## src/rtl/ddr_init_pkg.sv

```systemverilog
package ddr_init_pkg;

  // sequencer states
  typedef enum logic [4:0] {
    S_PWR, S_CKE,
    S_PRE1, S_W_PRE1,
    S_EMR, S_W_EMR,
    S_MRR, S_W_MRR,
    S_PRE2, S_W_PRE2,
    S_REF1, S_W_REF1,
    S_REF2, S_W_REF2,
    S_MRF, S_W_MRF,
    S_DONE
  } seq_state_e;

  // abstract command kinds handed to the encoder
  typedef enum logic [2:0] {
    K_NOP, K_PRE_ALL, K_REFRESH, K_LOAD_EXT, K_LOAD_RST, K_LOAD_FIN
  } cmd_kind_e;

  // {cs_n, ras_n, cas_n, we_n}
  localparam logic [3:0] PINS_NOP     = 4'b0111;
  localparam logic [3:0] PINS_PRE     = 4'b0010;
  localparam logic [3:0] PINS_REFRESH = 4'b0001;
  localparam logic [3:0] PINS_LOAD    = 4'b0000;

  localparam int ALLBANK_BIT = 10;
  localparam int DLLRST_BIT  = 8;

  function automatic logic [2:0] bl_code(input int bl);
    case (bl)
      2:       bl_code = 3'd1;
      8:       bl_code = 3'd3;
      default: bl_code = 3'd2;
    endcase
  endfunction

  function automatic logic [12:0] mode_word(input int bl, input logic bt,
                                            input logic [2:0] cas, input logic dll_rst);
    logic [12:0] w;
    w = '0;
    w[2:0] = bl_code(bl);
    w[3] = bt;
    w[6:4] = cas;
    w[DLLRST_BIT] = dll_rst;
    mode_word = w;
  endfunction

  function automatic int max2(input int a, input int b);
    max2 = (a > b) ? a : b;
  endfunction

endpackage

```

## src/rtl/ddr_init_rst_sync.sv

```systemverilog
module ddr_init_rst_sync #(
  parameter int STAGES = 2
) (
  input  logic clk,
  input  logic rst_n_i,
  output logic rst_n_o
);
  logic [STAGES-1:0] shift_q;

  generate
    if (STAGES == 1) begin : g_single
      always_ff @(posedge clk or negedge rst_n_i) begin
        if (!rst_n_i) shift_q <= '0;
        else          shift_q <= 1'b1;
      end
    end else begin : g_chain
      always_ff @(posedge clk or negedge rst_n_i) begin
        if (!rst_n_i) shift_q <= '0;
        else          shift_q <= {shift_q[STAGES-2:0], 1'b1};
      end
    end
  endgenerate

  assign rst_n_o = shift_q[STAGES-1];
endmodule

```

## src/rtl/ddr_init_timer.sv

```systemverilog
module ddr_init_timer #(
  parameter int            W       = 8,
  parameter logic [W-1:0]  RST_VAL = '0
) (
  input  logic         clk,
  input  logic         rst_n,
  input  logic         load,
  input  logic [W-1:0] load_val,
  output logic         zero
);
  logic [W-1:0] cnt_q, cnt_d;
  logic         cnt_en;

  assign cnt_en = load || (cnt_q != '0);

  always_comb begin
    cnt_d = cnt_q;
    if (load)               cnt_d = load_val;
    else if (cnt_q != '0)   cnt_d = cnt_q - 1'b1;
  end

  always_ff @(posedge clk or negedge rst_n) begin
    if (!rst_n)      cnt_q <= RST_VAL;
    else if (cnt_en) cnt_q <= cnt_d;
  end

  assign zero = (cnt_q == '0);

  // once expired the timer stays expired until reloaded
  p_hold_zero_r5: assert property (@(posedge clk) disable iff (!rst_n)
    (zero && !load) |=> zero);
endmodule

```

## src/rtl/ddr_init_cmd_enc.sv

```systemverilog
module ddr_init_cmd_enc
  import ddr_init_pkg::*;
#(
  parameter int         ADDR_W     = 13,
  parameter int         BURST_LEN  = 4,
  parameter logic       BURST_TYPE = 1'b0,
  parameter logic [2:0] CAS_CODE   = 3'b011
) (
  input  logic              clk,
  input  logic              rst_n,
  input  cmd_kind_e         kind,
  input  logic              cke_en,
  input  logic              done_en,
  output logic              cke,
  output logic [3:0]        pins,
  output logic [1:0]        ba,
  output logic [ADDR_W-1:0] addr,
  output logic              init_done
);
  localparam logic [12:0] MW_RST = mode_word(BURST_LEN, BURST_TYPE, CAS_CODE, 1'b1);
  localparam logic [12:0] MW_FIN = mode_word(BURST_LEN, BURST_TYPE, CAS_CODE, 1'b0);

  logic [3:0]        pins_d;
  logic [1:0]        ba_d;
  logic [ADDR_W-1:0] addr_d;

  always_comb begin
    pins_d = PINS_NOP;
    ba_d   = 2'b00;
    addr_d = '0;
    case (kind)
      K_PRE_ALL: begin
        pins_d = PINS_PRE;
        addr_d[ALLBANK_BIT] = 1'b1;
      end
      K_REFRESH:  pins_d = PINS_REFRESH;
      K_LOAD_EXT: begin
        pins_d = PINS_LOAD;
        ba_d   = 2'b01;
      end
      K_LOAD_RST: begin
        pins_d = PINS_LOAD;
        addr_d = ADDR_W'(MW_RST);
      end
      K_LOAD_FIN: begin
        pins_d = PINS_LOAD;
        addr_d = ADDR_W'(MW_FIN);
      end
      default: ;
    endcase
  end

  always_ff @(posedge clk or negedge rst_n) begin
    if (!rst_n) begin
      cke       <= 1'b0;
      pins      <= PINS_NOP;
      ba        <= 2'b00;
      addr      <= '0;
      init_done <= 1'b0;
    end else begin
      cke       <= cke_en;
      pins      <= pins_d;
      ba        <= ba_d;
      addr      <= addr_d;
      init_done <= done_en;
    end
  end

  p_nop_cke_low_r1: assert property (@(posedge clk) disable iff (!rst_n)
    !cke |-> (pins == PINS_NOP));
  p_one_cycle_r6: assert property (@(posedge clk) disable iff (!rst_n)
    (pins != PINS_NOP) |=> (pins == PINS_NOP));
  p_quiet_done_r7: assert property (@(posedge clk) disable iff (!rst_n)
    init_done |-> (pins == PINS_NOP));
  p_bl_code_r4: assert property (@(posedge clk) disable iff (!rst_n)
    (pins == PINS_LOAD && ba == 2'b00) |-> (addr[2:0] inside {3'd1, 3'd2, 3'd3}));
endmodule

```

## src/rtl/ddr_init_seq.sv

```systemverilog
module ddr_init_seq
  import ddr_init_pkg::*;
#(
  parameter int         CLK_MHZ    = 50,
  parameter int         STARTUP_US = 200,
  parameter int         T_RP       = 3,
  parameter int         T_MRD      = 2,
  parameter int         T_RFC      = 10,
  parameter int         T_DLL      = 200,
  parameter int         BURST_LEN  = 4,
  parameter logic       BURST_TYPE = 1'b0,
  parameter logic [2:0] CAS_CODE   = 3'b011,
  parameter int         ADDR_W     = 13
) (
  input  logic              clk,
  input  logic              rst_n,
  output logic              cke,
  output logic              cs_n,
  output logic              ras_n,
  output logic              cas_n,
  output logic              we_n,
  output logic [1:0]        ba,
  output logic [ADDR_W-1:0] addr,
  output logic              init_done
);
  localparam int STARTUP_CYC = CLK_MHZ * STARTUP_US;
  localparam int MAXV = max2(max2(STARTUP_CYC, T_DLL), max2(T_RFC, max2(T_RP, T_MRD)));
  localparam int CW   = $clog2(MAXV + 1);
  localparam logic [CW-1:0] LD_RP  = CW'(T_RP - 2);
  localparam logic [CW-1:0] LD_MRD = CW'(T_MRD - 2);
  localparam logic [CW-1:0] LD_RFC = CW'(T_RFC - 2);
  localparam logic [CW-1:0] LD_DLL = CW'(T_DLL - 2);

  logic       rst_int_n;
  seq_state_e state_q, state_d;
  logic          gap_load, dll_load, gap_zero, dll_zero;
  logic [CW-1:0] gap_val;
  cmd_kind_e  kind;
  logic [3:0] pins;

  ddr_init_rst_sync #(.STAGES(2)) u_rst (
    .clk(clk), .rst_n_i(rst_n), .rst_n_o(rst_int_n)
  );

  // gap timer doubles as the power-up delay counter out of reset
  ddr_init_timer #(.W(CW), .RST_VAL(CW'(STARTUP_CYC - 1))) u_gap (
    .clk(clk), .rst_n(rst_int_n), .load(gap_load), .load_val(gap_val), .zero(gap_zero)
  );

  ddr_init_timer #(.W(CW), .RST_VAL({CW{1'b1}})) u_dll (
    .clk(clk), .rst_n(rst_int_n), .load(dll_load), .load_val(LD_DLL), .zero(dll_zero)
  );

  // next-state and command selection
  always_comb begin
    state_d  = state_q;
    gap_load = 1'b0;
    gap_val  = LD_RP;
    dll_load = 1'b0;
    kind     = K_NOP;
    case (state_q)
      S_PWR:    if (gap_zero) state_d = S_CKE;
      S_CKE:    state_d = S_PRE1;
      S_PRE1: begin
        kind = K_PRE_ALL; gap_load = 1'b1; gap_val = LD_RP; state_d = S_W_PRE1;
      end
      S_W_PRE1: if (gap_zero) state_d = S_EMR;
      S_EMR: begin
        kind = K_LOAD_EXT; gap_load = 1'b1; gap_val = LD_MRD; state_d = S_W_EMR;
      end
      S_W_EMR:  if (gap_zero) state_d = S_MRR;
      S_MRR: begin
        kind = K_LOAD_RST; gap_load = 1'b1; gap_val = LD_MRD; dll_load = 1'b1;
        state_d = S_W_MRR;
      end
      S_W_MRR:  if (gap_zero) state_d = S_PRE2;
      S_PRE2: begin
        kind = K_PRE_ALL; gap_load = 1'b1; gap_val = LD_RP; state_d = S_W_PRE2;
      end
      S_W_PRE2: if (gap_zero) state_d = S_REF1;
      S_REF1: begin
        kind = K_REFRESH; gap_load = 1'b1; gap_val = LD_RFC; state_d = S_W_REF1;
      end
      S_W_REF1: if (gap_zero) state_d = S_REF2;
      S_REF2: begin
        kind = K_REFRESH; gap_load = 1'b1; gap_val = LD_RFC; state_d = S_W_REF2;
      end
      S_W_REF2: if (gap_zero) state_d = S_MRF;
      S_MRF: begin
        kind = K_LOAD_FIN; gap_load = 1'b1; gap_val = LD_MRD; state_d = S_W_MRF;
      end
      S_W_MRF:  if (gap_zero && dll_zero) state_d = S_DONE;
      S_DONE:   state_d = S_DONE;
      default:  state_d = S_PWR;
    endcase
  end

  always_ff @(posedge clk or negedge rst_int_n) begin
    if (!rst_int_n) state_q <= S_PWR;
    else            state_q <= state_d;
  end

  ddr_init_cmd_enc #(
    .ADDR_W(ADDR_W), .BURST_LEN(BURST_LEN), .BURST_TYPE(BURST_TYPE), .CAS_CODE(CAS_CODE)
  ) u_enc (
    .clk(clk), .rst_n(rst_int_n), .kind(kind),
    .cke_en(state_q != S_PWR), .done_en(state_q == S_DONE),
    .cke(cke), .pins(pins), .ba(ba), .addr(addr), .init_done(init_done)
  );

  assign {cs_n, ras_n, cas_n, we_n} = pins;

  p_done_sticky_r7: assert property (@(posedge clk) disable iff (!rst_int_n)
    init_done |=> init_done);
  p_done_after_dll_r7: assert property (@(posedge clk) disable iff (!rst_int_n)
    init_done |-> dll_zero);
  p_cke_holds_r8: assert property (@(posedge clk) disable iff (!rst_int_n)
    cke |=> cke);
endmodule

```

## config.mk

```make
export PLATFORM = sky130hd
export DESIGN_NAME = ddr_init_seq
export DESIGN_NICKNAME = d
export VERILOG_FILES = /design/src/rtl/ddr_init_pkg.sv /design/src/rtl/ddr_init_rst_sync.sv /design/src/rtl/ddr_init_timer.sv /design/src/rtl/ddr_init_cmd_enc.sv /design/src/rtl/ddr_init_seq.sv
export SDC_FILE = /design/constraint.sdc
export NUM_CORES = 1
export LEC_CHECK = 0
export BUFFER_PORTS_ARGS = -buffer_cell sky130_fd_sc_hd__buf_2
export CORE_MARGIN = 1
export CORE_UTILIZATION = 50
export CTS_CLUSTER_DIAMETER = 80
export DETAILED_ROUTE_END_ITERATION = 6
export GPL_TIMING_DRIVEN = 0
export PLACE_DENSITY_LB_ADDON = 0.1
export SLEW_MARGIN = 30
export SYNTH_ARGS = -nofsm -noshare
export SYNTH_HDL_FRONTEND = slang
export SYNTH_HIERARCHICAL = 1
export SYNTH_SLANG_ARGS = --single-unit
export TNS_END_PERCENT = 20
```

## constraint.sdc

```tcl
create_clock -name clk -period 1.4 [get_ports clk]
set_input_delay 0.21 -clock clk [delete_from_list [all_inputs] [get_ports clk]]
set_output_delay 0.21 -clock clk [all_outputs]
set_load 0.005 [all_outputs]
```

== Yosys cells after proc, flatten, opt, wreduce, memory -nomap -nowiden ==
Index checks and enable logic that the tools add are counted.
Word-level totals
  register bits after elaboration: 52
  latch bits: 0
  RAM bits: 0
  ROM bits: 0
  input port bits: 2
  memories: 0
Operators by class
  add/sub/neg operators: 2
  multiply operators: 0
  divide/modulo/power cells: 0
  magnitude comparators: 0
  eq/ne operators: 29
  shift-type cells: 0
  mux-type cells: 21
  bitwise gates (word level): 0
  reductions and logical operators: 19
Operators by type and width (count)
  $pmux W5 S17: 1
  $mux W14: 4
  $eq A5 B4 Y1 const B: 8
  $mux W5: 8
  $logic_not A14 Y1: 2
  $reduce_bool A14 Y1: 2
  $sub A14 B1 Y14 const B: 2
  $eq A5 B3 Y1 const B: 4
  $pmux W9 S2: 1
  $ne A2 B2 Y1 const B: 8
  $pmux W3 S5: 1
  $eq A5 B2 Y1 const B: 2
  $pmux W3 S3: 1
  $pmux W4 S2: 1
  $reduce_and A8 Y1: 1
  $reduce_or A7 Y1: 1
  $eq A3 B2 Y1 const B: 2
  $eq A3 B3 Y1 const B: 2
  $reduce_or A3 Y1: 2
  $eq A5 B1 Y1 const B: 1
  $eq A5 B5 Y1 const B: 1
  $logic_not A5 Y1: 1
  $reduce_bool A5 Y1: 1
  $mux W1: 4
  6 further kinds: 10

== Depth between registers and ports, before layout ==
  word-level depth: 6
  mapped depth: 8
  gate-level depth less buffers: 7

== By module ==
The synthesis kept the hierarchy.
By module, submodules not included
  ddr_init_timer (u_dll): instances 1, cells an instance 93, area each 894.6 µm², seq. area each 367.9 µm²
  ddr_init_timer (u_gap): instances 1, cells an instance 93, area each 887.1 µm², seq. area each 360.3 µm²
  ddr_init_seq: instances 1, cells an instance 47, area each 411.6 µm², seq. area each 125.1 µm²
  ddr_init_cmd_enc: instances 1, cells an instance 30, area each 389.1 µm², seq. area each 229.0 µm²
  ddr_init_rst_sync: instances 1, cells an instance 3, area each 53.8 µm², seq. area each 50.0 µm²

== Least setup slack after synthesis ==
No wires, ideal clock.
  kind: register -> register
  from: register state_q[4]
  to: register u_dll.cnt_q[7]
  setup time: 0.073 ns
  arrival: 1.713 ns
  required time: 1.327 ns
  setup slack: -0.386 ns
  cell stages (with the launch flop): 7
  buffers on the path: 3
  period minus slack after synthesis: 1.786 ns
  cells stage by stage: dfrtp_1 > buf_2 > nor4_1 > clkbuf_1 > clkbuf_1 > a21oi_1 > a21oi_1
Between the ends
  cells in the longest elaborated chain, start to end: 4
  elaborated cells on any way between the ends: 6
  those cells by class: eq/ne (1); mux (2); reduce/logical (3)
RTL lines
  from (decl): line ddr_init_seq.sv:35  | seq_state_e state_q, state_d;
  from (signal assigned): line ddr_init_seq.sv:100  | else state_q <= state_d;
  $eq A5 B3 Y1 *: line ddr_init_seq.sv:61  | case (state_q)
  $mux W1 *: line ddr_init_seq.sv:61
  net dll_load: line ddr_init_seq.sv:36  | logic gap_load, dll_load, gap_zero, dll_zero;
  $reduce_bool A2 Y1 (no source line) / $logic_or A1 B1 Y1 (equally long branches)
  $reduce_and A2 Y1 (no source line)
  to (signal assigned): line ddr_init_timer.sv:24  | else if (cnt_en) cnt_q <= cnt_d;
  to (decl): line ddr_init_timer.sv:11  | logic [W-1:0] cnt_q, cnt_d;
The timed path passes the listed nets; every way through them passes the cells marked *.
A chain may end at the register's enable or synchronous reset.

== Final worst setup path ==
  from: register u_dll.cnt_q[0]
  to: register u_dll.cnt_q[11]
Between the ends
  cells in the longest elaborated chain, start to end: 3
  elaborated cells on any way between the ends: 7
  those cells by class: add/sub (1); mux (2); reduce/logical (4)
RTL lines
  $sub A14 B1 Y14 / $reduce_bool A14 Y1 (equally long branches): line ddr_init_timer.sv:19, ddr_init_timer.sv:14
  $mux W14 (tied with other cells): line ddr_init_timer.sv:19  | else if (cnt_q != '0) cnt_d = cnt_q - 1'b1;
  $mux W14 / $reduce_and A2 Y1 (equally long branches)
Several ways; a longest one is shown, not always the timed one. The select of a mux whose other input is x is not followed.

==> summary.txt <==
Status
  – Status: finished with violations
  – Failing checks: negative setup slack

Routing
  – Drt wl/cell: 14.0 um
  – Drc violations: 0
  – Vias per cell: 5.29
  – Antenna-violating nets left: 0
  – Vias: 2195
  – First-pass iteration count of the detailed router: 4
  – Total wire length: 5820 um
  – Initial DRC count: 134

Clock tree
  – Clock transition at path regs: 0.08 ns
  – Later-pin clock latency in the skew report: 0.29 ns
  – Inserted Clock Buffers: 5
  – CTS Sinks: 44
  – Clock Tree Root: clkbuf_8
  – Maximum level of the CTS H-tree: 2
  – CTS tree: yes
  – Max clock buf depth: 2

STA
  – Hold Fails Final Rpt: 0
  – Finish-stage setup viols: 39
  – Layout Skew: 0.00663 ns
  – F_max: 0.544 GHz
  – Worst Tran Pin Value: 0.491 ns
  – Final Worst Setup Slack: -0.437 ns
  – Final min period: 1.84 ns
  – Relative slew slack: 67.0%
  – Max-slew violations: 0
  – RSZ-0062 raised after global routing: yes
  – Final period util: 131%

Critical path
  – Crit path max fanout: 7
  – CP Launch Type: flop
  – Crit. End Element: flop
  – Arrival time of the worst setup path: 2.06 ns
  – Flop-to-flop setup slack: -0.44 ns
  – CP Class: flop to flop
  – Critical Path RT: 1.62 ns

Layout
  – Fin nets: 349
  – Area delta synth->final: 34.8%
  – Fraction of layout cells with a size suffix above 1: 42.0%
  – Most frequent cells in the layout: 37 x conb_1, 32 x buf_4, 25 x dfstp_2
  – Most common cell after layout, fill and taps aside: conb_1
  – Antenna diode count: 0

Global routing
  – Total gr overflow: 0
  – Vias in the first global route: 2060
  – Largest net degree at the start of global routing: 26
  – Antenna violations before repair: 0
  – GRT Total Usage: 22.6%
  – First-pass GRT wire length: 9540 um

Floorplan
  – Die Height: 74.6 um
  – Die area: 0.00557 mm2
  – Std-Cell Rows: 26
  – Die width: 74.6 um
  – Starting Density: 51.6%
  – Num ports: 23
  – Core area: 0.00511 mm2

Placed design
  – Final Wtd Congestion: 0.799
  – Placement Setup Slack: -0.672 ns
  – I/O Buffers: 12
  – Detailed placement HPWL: 3650 um

Pwr
  – Total power: 2.16 mW
  – Pwr dens: 607 mW/mm2
  – Leak: 1.52 nW
  – Maximum vdd drop: 0.000403 V

Synthesis
  – Synthesized cell area: 0.00264 mm2
  – Warnings, synthesis: 6
  – Post-synthesis sequential area ratio: 43.0%
  – Post-synthesis register bit count: 44
  – Post-synth EDFFs: 0
  – Predominant post-synthesis flop cell: dfstp_2
  – Synthesized instance count: 266
  – Unique cell type count in the Yosys netlist: 48
  – Async SR Flop Fraction: 100%
  – Syn avg cell area: 9.91 um2

Job
  – # Max-Cap Violations: 0

Hold path
  – Worst hold path class: flop to async pin
worst paths after layout:
| kind | start | cells past startpoint | to |
|---|---|---|---|
| setup / recovery | u_dll/cnt_q[0] | 8 | u_dll/cnt_q[11] |
| hold / removal | u_rst/shift_q[1] | 0 | u_enc/init_done |
| setup reg to reg | u_dll/cnt_q[0] | 8 | u_dll/cnt_q[11] |
| hold reg to reg | u_rst/shift_q[1] | 0 | u_enc/init_done |
| max in group asynchronous | u_rst/shift_q[1] | 1 | u_gap/cnt_q[3] |
| min in group clk | u_rst/shift_q[0] | 0 | u_rst/shift_q[1] |
metrics by stage:
stage          hold slack [ns]  instance area (um2)  utilization, %  TNS, ns  instances
5_1_grt                  0.227                 3550            69.6   -13.68        415
4_1_cts                  0.215                 3450            67.5   -10.03        414
6_report                 0.206                 3550            69.6   -10.67        415
3_5_place_dp          -0.00312                 2970            58.2   -17.53        382
2_1_floorplan          -0.0856                 2800               -    -7.00        299
3_3_place_gp          -0.00526                 2950            57.7   -23.32        381
final cells by class:
cell class,instances,area [um2]
inverters,7,26.3
repair buffers,38,290
multi-input cells,223,1700
clock buffers,8,90.1
fillers,397,1550
plain buffers,25,231
flip-flops and latches,44,1130
well taps,70,87.6
critical path, cell delays in order, from the launching register on:
cell and delay (ns):
dfstp_2 0.55, inv_2 0.05, ha_4 0.16, nor3b_4 0.15
and4_1 0.21, buf_6 0.14, buf_4 0.15, o31a_1 0.24
o21ai_1 0.12
cells in the mapped netlist, types with 7 or more instances:
library cell	count	area share, %
buf_4	14	4.0
a21oi_1	9	1.7
nand2_1	23	3.3
inv_1	7	1.0
dfstp_2	25	25
mux2i_1	8	3.0
nor2_1	12	1.7
nor3_1	14	2.7
o21ai_0	14	2.7
nor2b_1	7	1.7
dfrtp_1	19	18
nor4_1	10	2.4
or3_1	8	1.9
flip-flops by register name (all words and copies together), names as in the netlist:
name,flops
u_dll/cnt_q,14
u_gap/cnt_q,14
state_q,5
u_enc/addr,3
u_enc/pins,3
u_rst/shift_q,2
u_enc/ba,1
u_enc/cke,1
u_enc/init_done,1
power by group:
group / switching, mW / internal [mW]
clock network: 0.407 / 0.403
registers: 0.0108 / 1.28
logic: 0.0343 / 0.0268
total: 0.452 / 1.71
layer usage:
layer  vias to the layer above  wire length [um]  global-route usage [%]
li1                       1085                 -                       -
met1                      1044              2690                    30.5
met2                        56              2840                    37.3
met3                        10               201                    4.02
met4                         0                91                    6.50
met5                         -                 0                       0
cells by family after synthesis:
| family | synth area share (%) |
|---|---|
| AND/OR/NAND/NOR | 24.9 |
| AO/OA/AOI/OAI | 14.0 |
| flip-flops | 43.0 |
| buffers and inverters | 7.74 |
| multiplexers | 5.17 |
| XOR/XNOR | 3.28 |
| other | 0.569 |
| adder cells (fa/ha/maj) | 1.42 |
repair_timing:
item,CTS,global route
endpoints found under the setup margin,40,40
hold buffers,1,0
resized for setup,46,21
hold endpoints to repair,2,0
pin swaps,14,9
setup buffers,23,2
Note: power is estimated with default switching activity, not from simulation.
